File: config.mk
export PLATFORM = sky130hd
export DESIGN_NAME = dvs_setpoint_sel
export DESIGN_NICKNAME = d
export VERILOG_FILES = /design/src/rtl/dvs_pkg.sv /design/src/rtl/dvs_gpio_sync.sv /design/src/rtl/dvs_regfile.sv /design/src/rtl/dvs_rail_select.sv /design/src/rtl/dvs_setpoint_sel.sv
export SDC_FILE = /design/constraint.sdc
export NUM_CORES = 1
export LEC_CHECK = 0
export ABC_AREA = 1
export BUFFER_PORTS_ARGS = -buffer_cell sky130_fd_sc_hd__clkbuf_2
export CORE_MARGIN = 1.5
export CORE_UTILIZATION = 55
export CTS_CLUSTER_DIAMETER = 30
export DETAILED_ROUTE_END_ITERATION = 8
export HOLD_SLACK_MARGIN = 0.1
export PLACE_DENSITY_LB_ADDON = 0.12
export SLEW_MARGIN = 10
export SYNTH_ARGS = -nofsm -noshare
export SYNTH_HDL_FRONTEND = slang
export SYNTH_SLANG_ARGS = --single-unit
File: constraint.sdc
create_clock -name clk -period 1.8 [get_ports clk]
set_input_delay 0.36 -clock clk [delete_from_list [all_inputs] [get_ports clk]]
set_output_delay 0.36 -clock clk [all_outputs]
set_load 0.02 [all_outputs]
File: src/rtl/dvs_pkg.sv
package dvs_pkg;
  typedef enum logic [1:0] {
    MODE_ACTIVE = 2'b00,
    MODE_SLEEP  = 2'b01,
    MODE_DEEP   = 2'b10,
    MODE_RSVD   = 2'b11
  } op_mode_e;
endpackage

File: src/rtl/dvs_gpio_sync.sv
module dvs_gpio_sync #(
  parameter int NGPIO = 4
) (
  input  logic             clk,
  input  logic             rst_n,
  input  logic [NGPIO-1:0] pin_i,
  output logic [NGPIO-1:0] pin_s_o
);
  logic [NGPIO-1:0] meta_q;
  logic [NGPIO-1:0] stab_q;

  always_ff @(posedge clk or negedge rst_n) begin
    if (!rst_n) begin
      meta_q <= '0;
      stab_q <= '0;
    end else begin
      meta_q <= pin_i;
      stab_q <= meta_q;
    end
  end

  assign pin_s_o = stab_q;
endmodule

File: src/rtl/dvs_regfile.sv
module dvs_regfile #(
  parameter int NBUCK = 2,
  parameter int VW    = 8,
  parameter int NSW   = 3,
  parameter int CFGW  = 7,
  parameter int AW    = 4,
  parameter int DW    = 8,
  parameter logic [VW-1:0] DEF_NORM = 8'h3C,
  parameter logic [VW-1:0] DEF_ALT  = 8'h2A,
  parameter logic [NBUCK*CFGW-1:0] DEF_CFG = '0
) (
  input  logic                            clk,
  input  logic                            rst_n,
  input  logic                            wr_en_i,
  input  logic [AW-1:0]                   wr_addr_i,
  input  logic [DW-1:0]                   wr_data_i,
  output logic [NBUCK-1:0][VW-1:0]        norm_o,
  output logic [NBUCK-1:0][VW-1:0]        alt_o,
  output logic [NBUCK-1:0][CFGW-1:0]      cfg_o,
  output logic [NSW-1:0]                  sw_o
);
  localparam int A_SW  = 2 * NBUCK;
  localparam int A_CFG = A_SW + 1;

  logic [NSW-1:0] sw_q;

  always_ff @(posedge clk or negedge rst_n) begin
    if (!rst_n) begin
      sw_q <= '0;
    end else if (wr_en_i && wr_addr_i == AW'(A_SW)) begin
      sw_q <= wr_data_i[NSW-1:0];
    end
  end
  assign sw_o = sw_q;

  for (genvar b = 0; b < NBUCK; b++) begin : g_rail
    logic [VW-1:0]   norm_q;
    logic [VW-1:0]   alt_q;
    logic [CFGW-1:0] cfg_q;

    always_ff @(posedge clk or negedge rst_n) begin
      if (!rst_n) begin
        norm_q <= DEF_NORM;
        alt_q  <= DEF_ALT;
        cfg_q  <= DEF_CFG[b*CFGW +: CFGW];
      end else if (wr_en_i) begin
        if (wr_addr_i == AW'(2 * b))     norm_q <= wr_data_i[VW-1:0];
        if (wr_addr_i == AW'(2 * b + 1)) alt_q  <= wr_data_i[VW-1:0];
        if (wr_addr_i == AW'(A_CFG + b)) cfg_q  <= wr_data_i[CFGW-1:0];
      end
    end

    assign norm_o[b] = norm_q;
    assign alt_o[b]  = alt_q;
    assign cfg_o[b]  = cfg_q;
  end
endmodule

File: src/rtl/dvs_rail_select.sv
module dvs_rail_select
  import dvs_pkg::*;
#(
  parameter int VW    = 8,
  parameter int NSW   = 3,
  parameter int NGPIO = 4,
  parameter int CFGW  = 7,
  parameter logic [VW-1:0] RST_CODE = 8'h3C
) (
  input  logic             clk,
  input  logic             rst_n,
  input  op_mode_e         mode_i,
  input  logic [CFGW-1:0]  cfg_i,
  input  logic [NSW-1:0]   sw_i,
  input  logic [NGPIO-1:0] gpio_s_i,
  input  logic [VW-1:0]    norm_i,
  input  logic [VW-1:0]    alt_i,
  output logic [VW-1:0]    code_o,
  output logic             dvs_o,
  output logic             upd_o
);
  localparam int SELW  = $clog2(NSW + 1);
  localparam int GIDXW = $clog2(NGPIO);
  localparam int P_GEN = SELW;
  localparam int P_IDX = SELW + 1;
  localparam int P_SLP = P_IDX + GIDXW;
  localparam int P_DEP = P_SLP + 1;

  logic [SELW-1:0]  src_sel;
  logic [GIDXW-1:0] gidx;
  logic             sw_req;
  logic             gp_req;
  logic             req;
  logic             use_alt;
  logic             act_mode;
  logic [VW-1:0]    code_d;
  logic [VW-1:0]    code_q;
  logic             dvs_q;
  logic             upd_q;

  assign src_sel = cfg_i[SELW-1:0];
  assign gidx    = cfg_i[P_IDX +: GIDXW];

  always_comb begin
    sw_req = 1'b0;
    for (int i = 0; i < NSW; i++) begin
      if (src_sel == SELW'(i + 1)) sw_req = sw_i[i];
    end
  end

  always_comb begin
    gp_req = 1'b0;
    for (int i = 0; i < NGPIO; i++) begin
      if (gidx == GIDXW'(i)) gp_req = gpio_s_i[i];
    end
  end

  assign req = cfg_i[P_GEN] ? gp_req : sw_req;

  always_comb begin
    act_mode = 1'b0;
    unique case (mode_i)
      MODE_SLEEP: use_alt = cfg_i[P_SLP];
      MODE_DEEP:  use_alt = cfg_i[P_DEP];
      default: begin
        use_alt  = req;
        act_mode = 1'b1;
      end
    endcase
  end

  assign code_d = use_alt ? alt_i : norm_i;

  always_ff @(posedge clk or negedge rst_n) begin
    if (!rst_n) begin
      code_q <= RST_CODE;
      dvs_q  <= 1'b0;
      upd_q  <= 1'b0;
    end else begin
      code_q <= code_d;
      dvs_q  <= act_mode & req;
      upd_q  <= (code_d != code_q);
    end
  end

  assign code_o = code_q;
  assign dvs_o  = dvs_q;
  assign upd_o  = upd_q;
endmodule

File: src/rtl/dvs_setpoint_sel.sv
module dvs_setpoint_sel
  import dvs_pkg::*;
#(
  parameter int NBUCK = 2,
  parameter int VW    = 8,
  parameter int NSW   = 3,
  parameter int NGPIO = 4,
  parameter int AW    = 4,
  parameter int DW    = 8,
  parameter logic [VW-1:0] DEF_NORM = 8'h3C,
  parameter logic [VW-1:0] DEF_ALT  = 8'h2A
) (
  input  logic                clk,
  input  logic                rst_n,
  input  logic [1:0]          mode_i,
  input  logic [NGPIO-1:0]    gpio_i,
  input  logic                wr_en_i,
  input  logic [AW-1:0]       wr_addr_i,
  input  logic [DW-1:0]       wr_data_i,
  output logic [NBUCK*VW-1:0] vcode_o,
  output logic [NBUCK-1:0]    dvs_active_o,
  output logic [NBUCK-1:0]    vcode_upd_o
);
  localparam int SELW  = $clog2(NSW + 1);
  localparam int GIDXW = $clog2(NGPIO);
  localparam int CFGW  = SELW + 1 + GIDXW + 2;

  // Default routing: rail 0 disabled, rail 1 on software bit 0.
  function automatic logic [NBUCK*CFGW-1:0] def_cfg();
    logic [NBUCK*CFGW-1:0] v;
    v = '0;
    if (NBUCK > 1) v[CFGW +: SELW] = SELW'(1);
    return v;
  endfunction
  localparam logic [NBUCK*CFGW-1:0] DEF_CFG = def_cfg();

  op_mode_e                    mode;
  logic [NGPIO-1:0]            gpio_s;
  logic [NBUCK-1:0][VW-1:0]    norm_w;
  logic [NBUCK-1:0][VW-1:0]    alt_code_w;
  logic [NBUCK-1:0][CFGW-1:0]  cfg_w;
  logic [NSW-1:0]              sw_w;

  assign mode = op_mode_e'(mode_i);

  dvs_gpio_sync #(.NGPIO(NGPIO)) u_sync (
    .clk     (clk),
    .rst_n   (rst_n),
    .pin_i   (gpio_i),
    .pin_s_o (gpio_s)
  );

  dvs_regfile #(
    .NBUCK(NBUCK), .VW(VW), .NSW(NSW), .CFGW(CFGW), .AW(AW), .DW(DW),
    .DEF_NORM(DEF_NORM), .DEF_ALT(DEF_ALT), .DEF_CFG(DEF_CFG)
  ) u_regs (
    .clk       (clk),
    .rst_n     (rst_n),
    .wr_en_i   (wr_en_i),
    .wr_addr_i (wr_addr_i),
    .wr_data_i (wr_data_i),
    .norm_o    (norm_w),
    .alt_o     (alt_code_w),
    .cfg_o     (cfg_w),
    .sw_o      (sw_w)
  );

  for (genvar b = 0; b < NBUCK; b++) begin : g_sel
    dvs_rail_select #(
      .VW(VW), .NSW(NSW), .NGPIO(NGPIO), .CFGW(CFGW), .RST_CODE(DEF_NORM)
    ) u_rail (
      .clk      (clk),
      .rst_n    (rst_n),
      .mode_i   (mode),
      .cfg_i    (cfg_w[b]),
      .sw_i     (sw_w),
      .gpio_s_i (gpio_s),
      .norm_i   (norm_w[b]),
      .alt_i    (alt_code_w[b]),
      .code_o   (vcode_o[b*VW +: VW]),
      .dvs_o    (dvs_active_o[b]),
      .upd_o    (vcode_upd_o[b])
    );
  end
endmodule

==> results of run 1 <==
==> cells in the final DEF, fill, tap and decap left out, types with 10 or more instances in the layout <==
cell / synthesis / routed
buf_4: 4 / 31
nand3_2: 11 / 12
nand2_1: 144 / 144
clkbuf_2: 0 / 39
nand3_1: 45 / 43
nand3b_1: 12 / 12
o21ai_0: 49 / 49
dfrtp_1: 54 / 53
dfstp_2: 23 / 23
inv_1: 55 / 54
clkbuf_8: 0 / 10
==> final timing paths <==
| path | cells past startpoint | end | startpoint | slack, ns |
|---|---|---|---|---|
| max | 12 | g_sel[1].u_rail.upd_o | u_regs.g_rail[1].cfg_q[0] | 0.14 |
| min | 3 | u_regs.g_rail[1].cfg_q[0] | wr_data_i[0] | 0.24 |
| max reg2reg | 12 | g_sel[1].u_rail.upd_o | u_regs.g_rail[1].cfg_q[0] | 0.14 |
| min reg2reg | 0 | u_sync.pin_s_o[3] | u_sync.meta_q[3] | 0.35 |
| max in group asynchronous | 3 | u_regs.g_rail[1].cfg_q[0] | rst_n | 0.77 |
| min in group asynchronous | 2 | u_regs.g_rail[1].alt_q[4] | rst_n | 0.45 |
==> area by class of cell <==
type / instances / area (sq um)
Sequential cell: 77 / 1960
Fill cell: 513 / 1930
Multi-Input combinational cell: 290 / 1460
Timing Repair Buffer: 78 / 538
Inverter: 58 / 218
Clock buffer: 11 / 141
Tap cell: 77 / 96.3
Clock inverter: 5 / 83.8
==> synth_stat cells <==
cell,count
or2_2,2
nand2_2,6
nand3b_1,12
dfrtp_1,54
o21ai_0,49
nand2_1,144
nand3_1,45
buf_6,4
inv_2,3
inv_1,55
buf_2,2
clkbuf_1,4
buf_4,4
ha_1,2
dfstp_2,23
nand3_4,2
nor3_1,2
nor2_1,7
nand4_1,3
nand2_4,2
nand3_2,11
o22ai_1,2
==> through the flow <==
step / std cells / util / hold slack (ns) / total power, mW
3_3_place_gp: 574 / 0.649 / 0.284 / 4.10
6_report: 596 / 0.699 / 0.241 / 5.65
4_1_cts: 595 / 0.692 / 0.230 / 5.63
5_1_grt: 596 / 0.699 / 0.247 / 6.04
3_5_place_dp: 574 / 0.649 / 0.280 / 4.15
2_1_floorplan: 438 / - / 0.0644 / 3.57
==> layer usage <==
layer | track usage | wire length, um
met4 | 0.0849 | 173
met5 | 0 | 0
met1 | 0.326 | 3510
met2 | 0.400 | 3920
met3 | 0.0496 | 318
==> power by group through the flow <==
stage	Clock [mW]	Combinational [mW]	Sequential, mW
final	1.46	1.74	2.45
after global placement	0	1.64	2.46
after global routing	1.56	1.97	2.50
after CTS	1.49	1.70	2.44
after floorplan	0	1.02	2.55
after detailed placement	0	1.68	2.47
==> cell families after synthesis <==
| group | share of synthesized area |
|---|---|
| simple gates | 0.306 |
| fa+ha+maj | 0.00679 |
| buf+inv | 0.0862 |
| compound gates | 0.0699 |
| flops | 0.531 |
==> worst max-delay path, delay by kind of cell (launching register included) <==
kind | cells | cell delay, ns
AND/OR/NAND/NOR | 10 | 0.80
flip-flops | 1 | 0.55
buffers and inverters | 2 | 0.18
==> what timing repair did <==
action / in CTS / in global routing
endpoints found under the hold margin: 18 / 0
hold buffers: 5 / 0
resized for setup: 0 / 7
setup buffers: 0 / 0
setup endpoints to repair: 0 / 1
==> registers in the layout, indices dropped and copies added (netlist names) <==
name / count
g_sel.u_rail.dvs_o: 2
u_regs.g_rail.alt_q: 16
g_sel.u_rail.code_o: 16
u_regs.sw_o: 3
u_regs.g_rail.norm_q: 16
g_sel.u_rail.upd_o: 2
u_sync.meta_q: 4
u_regs.g_rail.cfg_q: 14
u_sync.pin_s_o: 4
==> qor.yml, run 1 <==
clock_tree:
  cts.sinks: 77
  clock_path_buffers: 2
  cts_root_buffer: "clkbuf_8"
  clk_latency_ns: 0.35
  cts_tree: "built"
  cts_made_buffers: 9
  htree_levels: 3
  clkTransAtPathRegs_ns: 0.08
logic_synthesis:
  synthTopCellsByArea: "dfrtp_1 (37%), dfstp_2 (16%), nand2_1 (15%)"
  ys_warn_count: 0
  synth.cell_area_sq_um: 3680
  avgSynthCellArea_sq_um: 8.41
  ys_seq_area_frac: 0.531
  syn_inst: 438
  ys_ff_latch: 77
  synth_top_area_share: 0.367
  mappedNetlistNets: 461
  ys_types: 22
  yosys.area.top_type: "dfrtp_1"
route:
  drc: 7
  dr.pass1.iters: 7
  wl_um: 7930
  vias: 3094
  ant_nets: 0
  post_drt_wl_per_cell_um: 13.3
  drtIter0Drc: 175
  via_per_inst: 5.19
finish:
  n_antenna_cell: 0
  layout-drive-gt1-share: 0.274
  fin_nets: 537
  final_area_sq_um: 4490
  areaGrowthSynthToFinish_pct: 21.8
setup_path:
  max_stage_delay_ns: 0.55
  arrival_ns: 1.90
  end_kind: "flip-flop"
  worst_ep_required_time_ns: 2.04
  startpoint_type: "flip-flop"
  crit_type: "reg2reg"
  path_cells: "inv_1, nand3_1, nand3_2, nand3_4, buf_12, nand3_2, nand2_2, nand2_1, nand2_1, nand2_1, nor2_1, nand2_1"
  cpMostUsedCell: "nand2_1"
  cp_max_fo: 8
  cpMaxStageDelayCell: "dfstp_2"
timing:
  setup_violations: 0
  relSlewSlack: 0.783
  drv_slew: 0
  fin_ws_ns: 0.143
  worst_pin_slew_ns: 0.326
  fin_crit_sh: 0.921
  final.min_clock_period_ns: 1.66
  hold_viol: 0
  timing.fmax_mhz: 603
  fin_skew_ns: 0.00720
  tns_ns: 0
power:
  peakVddDrop_mv: 0.914
  p_clk_frac: 0.259
  switching_power_mw: 1.92
  p_per_area_nw_per_um2: 1260
  p_comb_frac: 0.308
  pwr-share-seq: 0.434
  leakage_nw: 2.30
  internal_power_mw: 3.73
  swShare: 0.340
placed_design:
  dp_slack_ns: -0.128
  gp_congestion: 0.832
  place_hpwl_um: 5730
  placedInstanceArea_sq_um: 4170
  port_buffers: 40
status:
  violations: "design-rule violations"
  outcome: "finished with violations"
global_route:
  grt_pass1_vias: 2991
  antenna_found_initial: 0
  grt_pass1_wl_um: 13800
  grt_start_max_net_pins: 40
  track_usage: 0.244
  gr-total-overflow: 0
floorplanning:
  initial_core_util: 0.574
  fp.dieW_um: 84.9
  io_pins: 41
  rows: 29
  fp.dieArea_sq_um: 7200
  core-area_sq_um: 6420
  fp.dieH_um: 84.9
worst_hold_path:
  hp-class: "in2reg"
flow_run:
  drv_cap: 0
(Power assumes the default switching activity.)
==> run 2, diff against run 1 <==
==> constraint.sdc (replaced) <==
create_clock -name clk -period 1.8 [get_ports clk]
set_input_delay 0.09 -clock clk [delete_from_list [all_inputs] [get_ports clk]]
set_output_delay 0.09 -clock clk [all_outputs]
set_load 0.02 [all_outputs]
==> run 2 against run 1 <==
Flip-flop and latch count unchanged; combinational power is essentially flat; highest routed layer unchanged; first-iteration DRC count rose by 8.0%; register-to-register slack lost 0.04 ns; sequential share of layout area about the same; routed wire length grew 4.6%; the run still ends with design-rule violations left; cell area is 0.11% higher.
==> qor.yml, run 2 (same netlist as run 1, synthesis figures left out) <==
finish:
  final_area_sq_um: 4490  # +0.11%
  areaGrowthSynthToFinish_pct: 22.0
  layout-drive-gt1-share: 0.274  # about the same
  final_cells: 592  # -0.67%
  n_antenna_cell: 0  # unchanged
  multi_input_area_sq_um: 1500  # +3.0%
  regArea_sq_um: 1960  # unchanged
  fin_nets: 533  # -0.74%
  fillCellCount: 521  # +1.6%
  final_common_cell: "nand2_1"
  most-common-layout-cells: "nand2_1 (139), dfrtp_1 (53), inv_1 (52), o21ai_0 (49)"
clock_tree:
  cts_root_buffer: "clkbuf_8"
  clkTransAtPathRegs_ns: 0.07  # about the same
  cts_tree: "built"
  cts_made_buffers: 9  # unchanged
  cts.sinks: 77  # unchanged
  clock_path_buffers: 2  # unchanged
  clk_latency_ns: 0.36  # about the same
  htree_levels: 3  # unchanged
global_route:
  gr-total-overflow: 0  # unchanged
  grt_start_max_net_pins: 42  # +5.0%
  track_usage: 0.246  # +0.00177
  antenna_found_initial: 0  # unchanged
  grt_pass1_wl_um: 13700  # -0.86%
  grt_pass1_vias: 2978  # -0.43%
floorplanning:
  rows: 29  # unchanged
  core-area_sq_um: 6420  # unchanged
  fp.dieW_um: 84.9  # unchanged
  fp.dieH_um: 84.9  # unchanged
  io_pins: 41  # unchanged
  fp.dieArea_sq_um: 7200  # unchanged
  initial_core_util: 0.574  # unchanged
power:
  p_comb_frac: 0.307  # about the same
  pwr-share-seq: 0.437  # +0.003
  peakVddDrop_mv: 0.681  # -26%
  swShare: 0.345  # +0.00508
  leakage_nw: 2.28  # -0.68%
  switching_power_mw: 1.94  # +1.2%
  p_per_area_nw_per_um2: 1250  # -0.36%
  p_clk_frac: 0.256  # -0.003
  internal_power_mw: 3.69  # -1.0%
  power_mw: 5.63  # -0.25%
route:
  met3_wirelength_um: 319  # +0.31%
  via_per_inst: 5.26  # +1.2%
  met1_length_um: 3690  # +5.0%
  post_drt_wl_per_cell_um: 14.0  # +5.3%
  top_layer: "met4"
  drtIter0Drc: 189  # +8.0%
  drc: 3  # -4
  wl_um: 8300  # +4.6%
  ant_nets: 0  # unchanged
  vias: 3111  # +0.55%
  wl_met2_um: 4070  # +3.9%
  dr.pass1.iters: 9  # +2
timing:
  fin_hold_ws_ns: 0.246  # +0.00480 ns
  relSlewSlack: 0.629  # -0.154
  timing.fmax_mhz: 588  # -2.6%
  fin_skew_ns: 0.0123  # +0.00511 ns
  fin_crit_sh: 0.945  # +0.0244
  worst_pin_slew_ns: 0.556  # +0.230 ns
  hold_viol: 0  # unchanged
  setup_violations: 0  # unchanged
  final.min_clock_period_ns: 1.70  # +0.0439 ns
  drv_slew: 0  # unchanged
setup_path:
  max_stage_delay_ns: 0.57  # +0.02 ns
  path_depth: 11  # -1
  crit_buf_inv: 0  # -2
  path_cells: "nand3_2, nand3_4, nand3_4, nand2_4, nand2_1, nand2_1, nand2_1, nand2_1, nand2_1, nor2_1, nand2_1"
  cpMostUsedCell: "nand2_1"
  cp_top_family: "simple AND/OR/NAND/NOR gates"
  crit_type: "reg2reg"
  worst_ep_required_time_ns: 2.05  # about the same
  cp_max_fo: 6  # -2
  startpoint_type: "flip-flop"
  ff2ff_path_depth: 11  # -1
  arrival_ns: 1.95  # +0.05 ns
  end_kind: "flip-flop"
  cpMaxStageDelayCell: "dfstp_2"
  r2r_setup_slack_ns: 0.1  # -0.04 ns
worst_hold_path:
  hold_depth: 4  # +1
  hp-class: "in2reg"
status:
  outcome: "finished with violations"
  violations: "design-rule violations"
flow_run:
  drv_cap: 0  # unchanged
placed_design:
  gp_congestion: 0.824  # -0.99%
  dp.cells: 552  # -3.8%
  place_hpwl_um: 5650  # -1.6%
  placedInstanceArea_sq_um: 3980  # -4.6%
  port_buffers: 40  # unchanged
==> run 2: cell types whose count changed in the layout (fill, tap and decap cells not counted), sizes merged <==
| cell | previous run | this run |
|---|---|---|
| buf | 34 | 21 |
| dlygate4sd3 | 5 | 13 |
| clkbuf | 50 | 51 |
| clkinvlp | 2 | 1 |
| nand2 | 152 | 153 |
==> run 2: cell type report <==
cell class	count	area share
Sequential cell	77	0.435
Inverter	58	0.0484
Multi-Input combinational cell	291	0.334
Tap cell	77	0.0214
Timing Repair Buffer	73	0.113
Clock buffer	12	0.0323
Clock inverter	4	0.0161
==> run 2: worst reg2reg max path, delay by kind of cell (launching register included) <==
family / cells / cell delay [ns]
simple gates: 11 / 1.04
flops: 1 / 0.57
==> run 2: power groups by stage <==
stage | registers [mW] | logic, mW | clock network (mW)
6_report | 2.46 | 1.73 | 1.44
5_1_grt | 2.51 | 1.95 | 1.54
4_1_cts | 2.44 | 1.56 | 1.46
3_5_place_dp | 2.47 | 1.53 | 0
3_3_place_gp | 2.46 | 1.47 | 0
2_1_floorplan | 2.55 | 1.02 | 0
==> run 2: timing repair <==
action,CTS,global route
hold endpoints to repair,67,0
setup endpoints to repair,0,2
hold buffers,13,0
buffers inserted,0,9
resized for setup,0,22
==> run 2: worst paths after layout <==
kind,start,endpoint
min in group asynchronous,rst_n,g_sel[1].u_rail.code_o[7]
max in group asynchronous,rst_n,g_sel[0].u_rail.code_o[3]
worst min register to register,u_sync.meta_q[1],u_sync.pin_s_o[1]
worst min-delay path,wr_addr_i[0],u_regs.g_rail[1].alt_q[1]
worst max-delay path,u_regs.g_rail[1].cfg_q[0],g_sel[1].u_rail.upd_o
worst max register to register,u_regs.g_rail[1].cfg_q[0],g_sel[1].u_rail.upd_o
==> run 2: stage by stage <==
step	util	worst slack, ns	setup TNS, ns
after floorplan	-	0.300	0
after global placement	0.620	0.0548	0
after detailed placement	0.620	0.00633	0
after CTS	0.674	0.0457	0
after global routing	0.700	-0.0424	-0.0545
final	0.700	0.0989	0
==> run 2: routing by layer <==
layer | global-route usage | vias to the layer above
li1 | - | 1539
met1 | 0.320 | 1487
met2 | 0.399 | 64
met3 | 0.0525 | 21
met4 | 0.112 | 0
met5 | 0 | -
==> run 3, diff against run 2 <==
--- a/config.mk
+++ b/config.mk
@@ -6,7 +6,7 @@
 export NUM_CORES = 1
 export LEC_CHECK = 0
 export ABC_AREA = 1
-export BUFFER_PORTS_ARGS = -buffer_cell sky130_fd_sc_hd__clkbuf_2
+export BUFFER_PORTS_ARGS = -buffer_cell sky130_fd_sc_hd__buf_4
 export CORE_MARGIN = 1.5
 export CORE_UTILIZATION = 55
 export CTS_CLUSTER_DIAMETER = 30
==> run 3 against run 2 <==
The run still ends with design-rule violations left; hold slack worse by 0.042 ns; fmax is 3.9% lower; clock power is 5% lower; total power is 3.8% higher; clock skew is 0.0041 ns lower; register-to-register slack worse by 0.07 ns; critical path type unchanged; critical endpoint unchanged; largest cell class unchanged; highest routed layer unchanged.
==> qor.yml, run 3 (same netlist as run 1, synthesis figures left out) <==
floorplanning:
  fp.dieH_um: 84.9  # unchanged
  fp.dieW_um: 84.9  # unchanged
  initial_core_util: 0.574  # unchanged
  fp.dieArea_sq_um: 7200  # unchanged
  io_pins: 41  # unchanged
  core-area_sq_um: 6420  # unchanged
  rows: 29  # unchanged
global_route:
  grt_pass1_vias: 2837  # -4.7%
  track_usage: 0.239  # -0.00736
  grt_pass1_wl_um: 13300  # -2.5%
  gr-total-overflow: 0  # unchanged
  grt_start_max_net_pins: 48  # +14%
  antenna_found_initial: 0  # unchanged
timing:
  hold_viol: 0  # unchanged
  worst_pin_slew_ns: 0.559  # +0.00301 ns
  final.min_clock_period_ns: 1.77  # +0.0698 ns
  relSlewSlack: 0.627  # -0.00201
  rsz0062_at_grt: "true"
  timing.fmax_mhz: 565  # -3.9%
  fin_crit_sh: 0.984  # +0.0388
  fin_skew_ns: 0.00819  # -0.00412 ns
  setup_violations: 0  # unchanged
  drv_slew: 0  # unchanged
placed_design:
  port_buffers: 40  # unchanged
  place_hpwl_um: 5360  # -5.1%
  gp_congestion: 0.833  # +1.0%
clock_tree:
  cts_tree: "built"
  clk_latency_ns: 0.36  # about the same
  clkTransAtPathRegs_ns: 0.08  # about the same
  clock_path_buffers: 2  # unchanged
  cts_made_buffers: 9  # unchanged
  cts_root_buffer: "clkbuf_8"
  cts.sinks: 77  # unchanged
  htree_levels: 3  # unchanged
setup_path:
  max_stage_delay_ns: 0.59  # +0.02 ns
  crit_type: "reg2reg"
  cpMostUsedCell: "nand2_1"
  startpoint_type: "flip-flop"
  path_cells: "nand3_4, nand3_4, nand3_4, nand2_8, nand2_2, nand2_2, nand2_1, nand2_1, nand2_1, nor2_2, nand2_1"
  cp_max_fo: 7  # +1
  worst_ep_required_time_ns: 2.05  # about the same
  end_kind: "flip-flop"
  arrival_ns: 2.02  # +0.07 ns
  cpMaxStageDelayCell: "dfstp_2"
route:
  ant_nets: 0  # unchanged
  dr.pass1.iters: 7  # -2
  drtIter0Drc: 216  # +14%
  via_per_inst: 5.29  # +0.68%
  vias: 3164  # +1.7%
  wl_um: 8560  # +3.1%
  drc: 3  # unchanged
  post_drt_wl_per_cell_um: 14.3  # +2.1%
finish:
  n_antenna_cell: 0  # unchanged
  fillCellCount: 470  # -9.8%
  final_core_util: 0.742  # +0.0425
  final_common_cell: "nand2_1"
  fin_nets: 539  # +1.1%
  multi_input_area_sq_um: 1630  # +8.5%
  layout-drive-gt1-share: 0.321  # +0.0468
  regArea_sq_um: 1960  # unchanged
  most-common-layout-cells: "nand2_1 (129), buf_4 (58), dfrtp_1 (53), inv_1 (50), o21ai_0 (49)"
  areaGrowthSynthToFinish_pct: 29.4
power:
  p_per_area_nw_per_um2: 1230  # -2.1%
  peakVddDrop_mv: 0.870  # +28%
  power_mw: 5.85  # +3.8%
  leakage_nw: 2.38  # +4.2%
flow_run:
  drv_cap: 0  # unchanged
status:
  outcome: "finished with violations"
  violations: "design-rule violations"
worst_hold_path:
  hp-class: "in2async"
==> run 3: cell types whose count changed in the layout (fill, tap and decap cells not counted), moves of 5 or more <==
cell and change:
buf_4 +41, clkbuf_2 -39, nand2_1 -10, nand2_2 +9, nand3_1 -6, nand3_4 +5
==> run 3: through the flow <==
stage	hold slack (ns)	TNS (ns)	setup slack (ns)	cell area (sq um)	std cells
4_1_cts	0.193	0	0.0490	4410	579
6_report	0.204	0	0.0292	4770	598
2_1_floorplan	-0.206	0	0.300	3680	438
5_1_grt	0.239	-0.139	-0.106	4770	598
3_5_place_dp	0.0475	0	0.0272	4070	550
3_3_place_gp	0.0493	0	0.0805	4070	550
==> run 3: routing by layer <==
metal	routed length [um]	global-route usage	vias to the layer above
met5	0	0	-
met4	152	0.0999	0
met3	395	0.0379	15
met2	4280	0.387	73
met1	3730	0.323	1523
li1	-	-	1553
==> run 3: worst max-delay path, delay by kind of cell, from the launching register on <==
kind          cells  cell delay [ns]
flops             1             0.59
simple gates     11             1.06
==> run 3: final timing paths <==
path                                      startpoint                         to  cells past startpoint  slack (ns)
min                                            rst_n      g_sel[1].u_rail.dvs_o                      2        0.20
min reg2reg                         u_sync.meta_q[3]          u_sync.pin_s_o[3]                      0        0.35
max reg2reg                u_regs.g_rail[1].cfg_q[0]      g_sel[1].u_rail.upd_o                     11        0.03
min in group clk                        wr_addr_i[0]  u_regs.g_rail[1].cfg_q[0]                      5        0.21
max in group asynchronous                      rst_n  g_sel[0].u_rail.code_o[2]                      3        0.95
max                        u_regs.g_rail[1].cfg_q[0]      g_sel[1].u_rail.upd_o                     11        0.03
==> run 3: cell type report <==
type / instances / share of cell area
tap: 77 / 0.0202
multi-input combinational: 293 / 0.341
clock inverter: 4 / 0.00945
clock buffer: 12 / 0.0346
timing repair buffer: 77 / 0.138
inverter: 58 / 0.0457
sequential: 77 / 0.410
==> run 3: power by group <==
group,internal (mW),leakage [nW],total (mW),switching [mW]
Combinational,0.862,1.37,2.00,1.14
Clock,0.747,0.112,1.37,0.620
Sequential,2.19,0.901,2.48,0.295
Total,3.80,2.38,5.85,2.05
==> run 3: repair_timing <==
item                       CTS  global route
gates resized for setup      0            47
buffers inserted             0            15
hold buffers                13             0
setup endpoints to repair    0             2
hold endpoints to repair    93             0
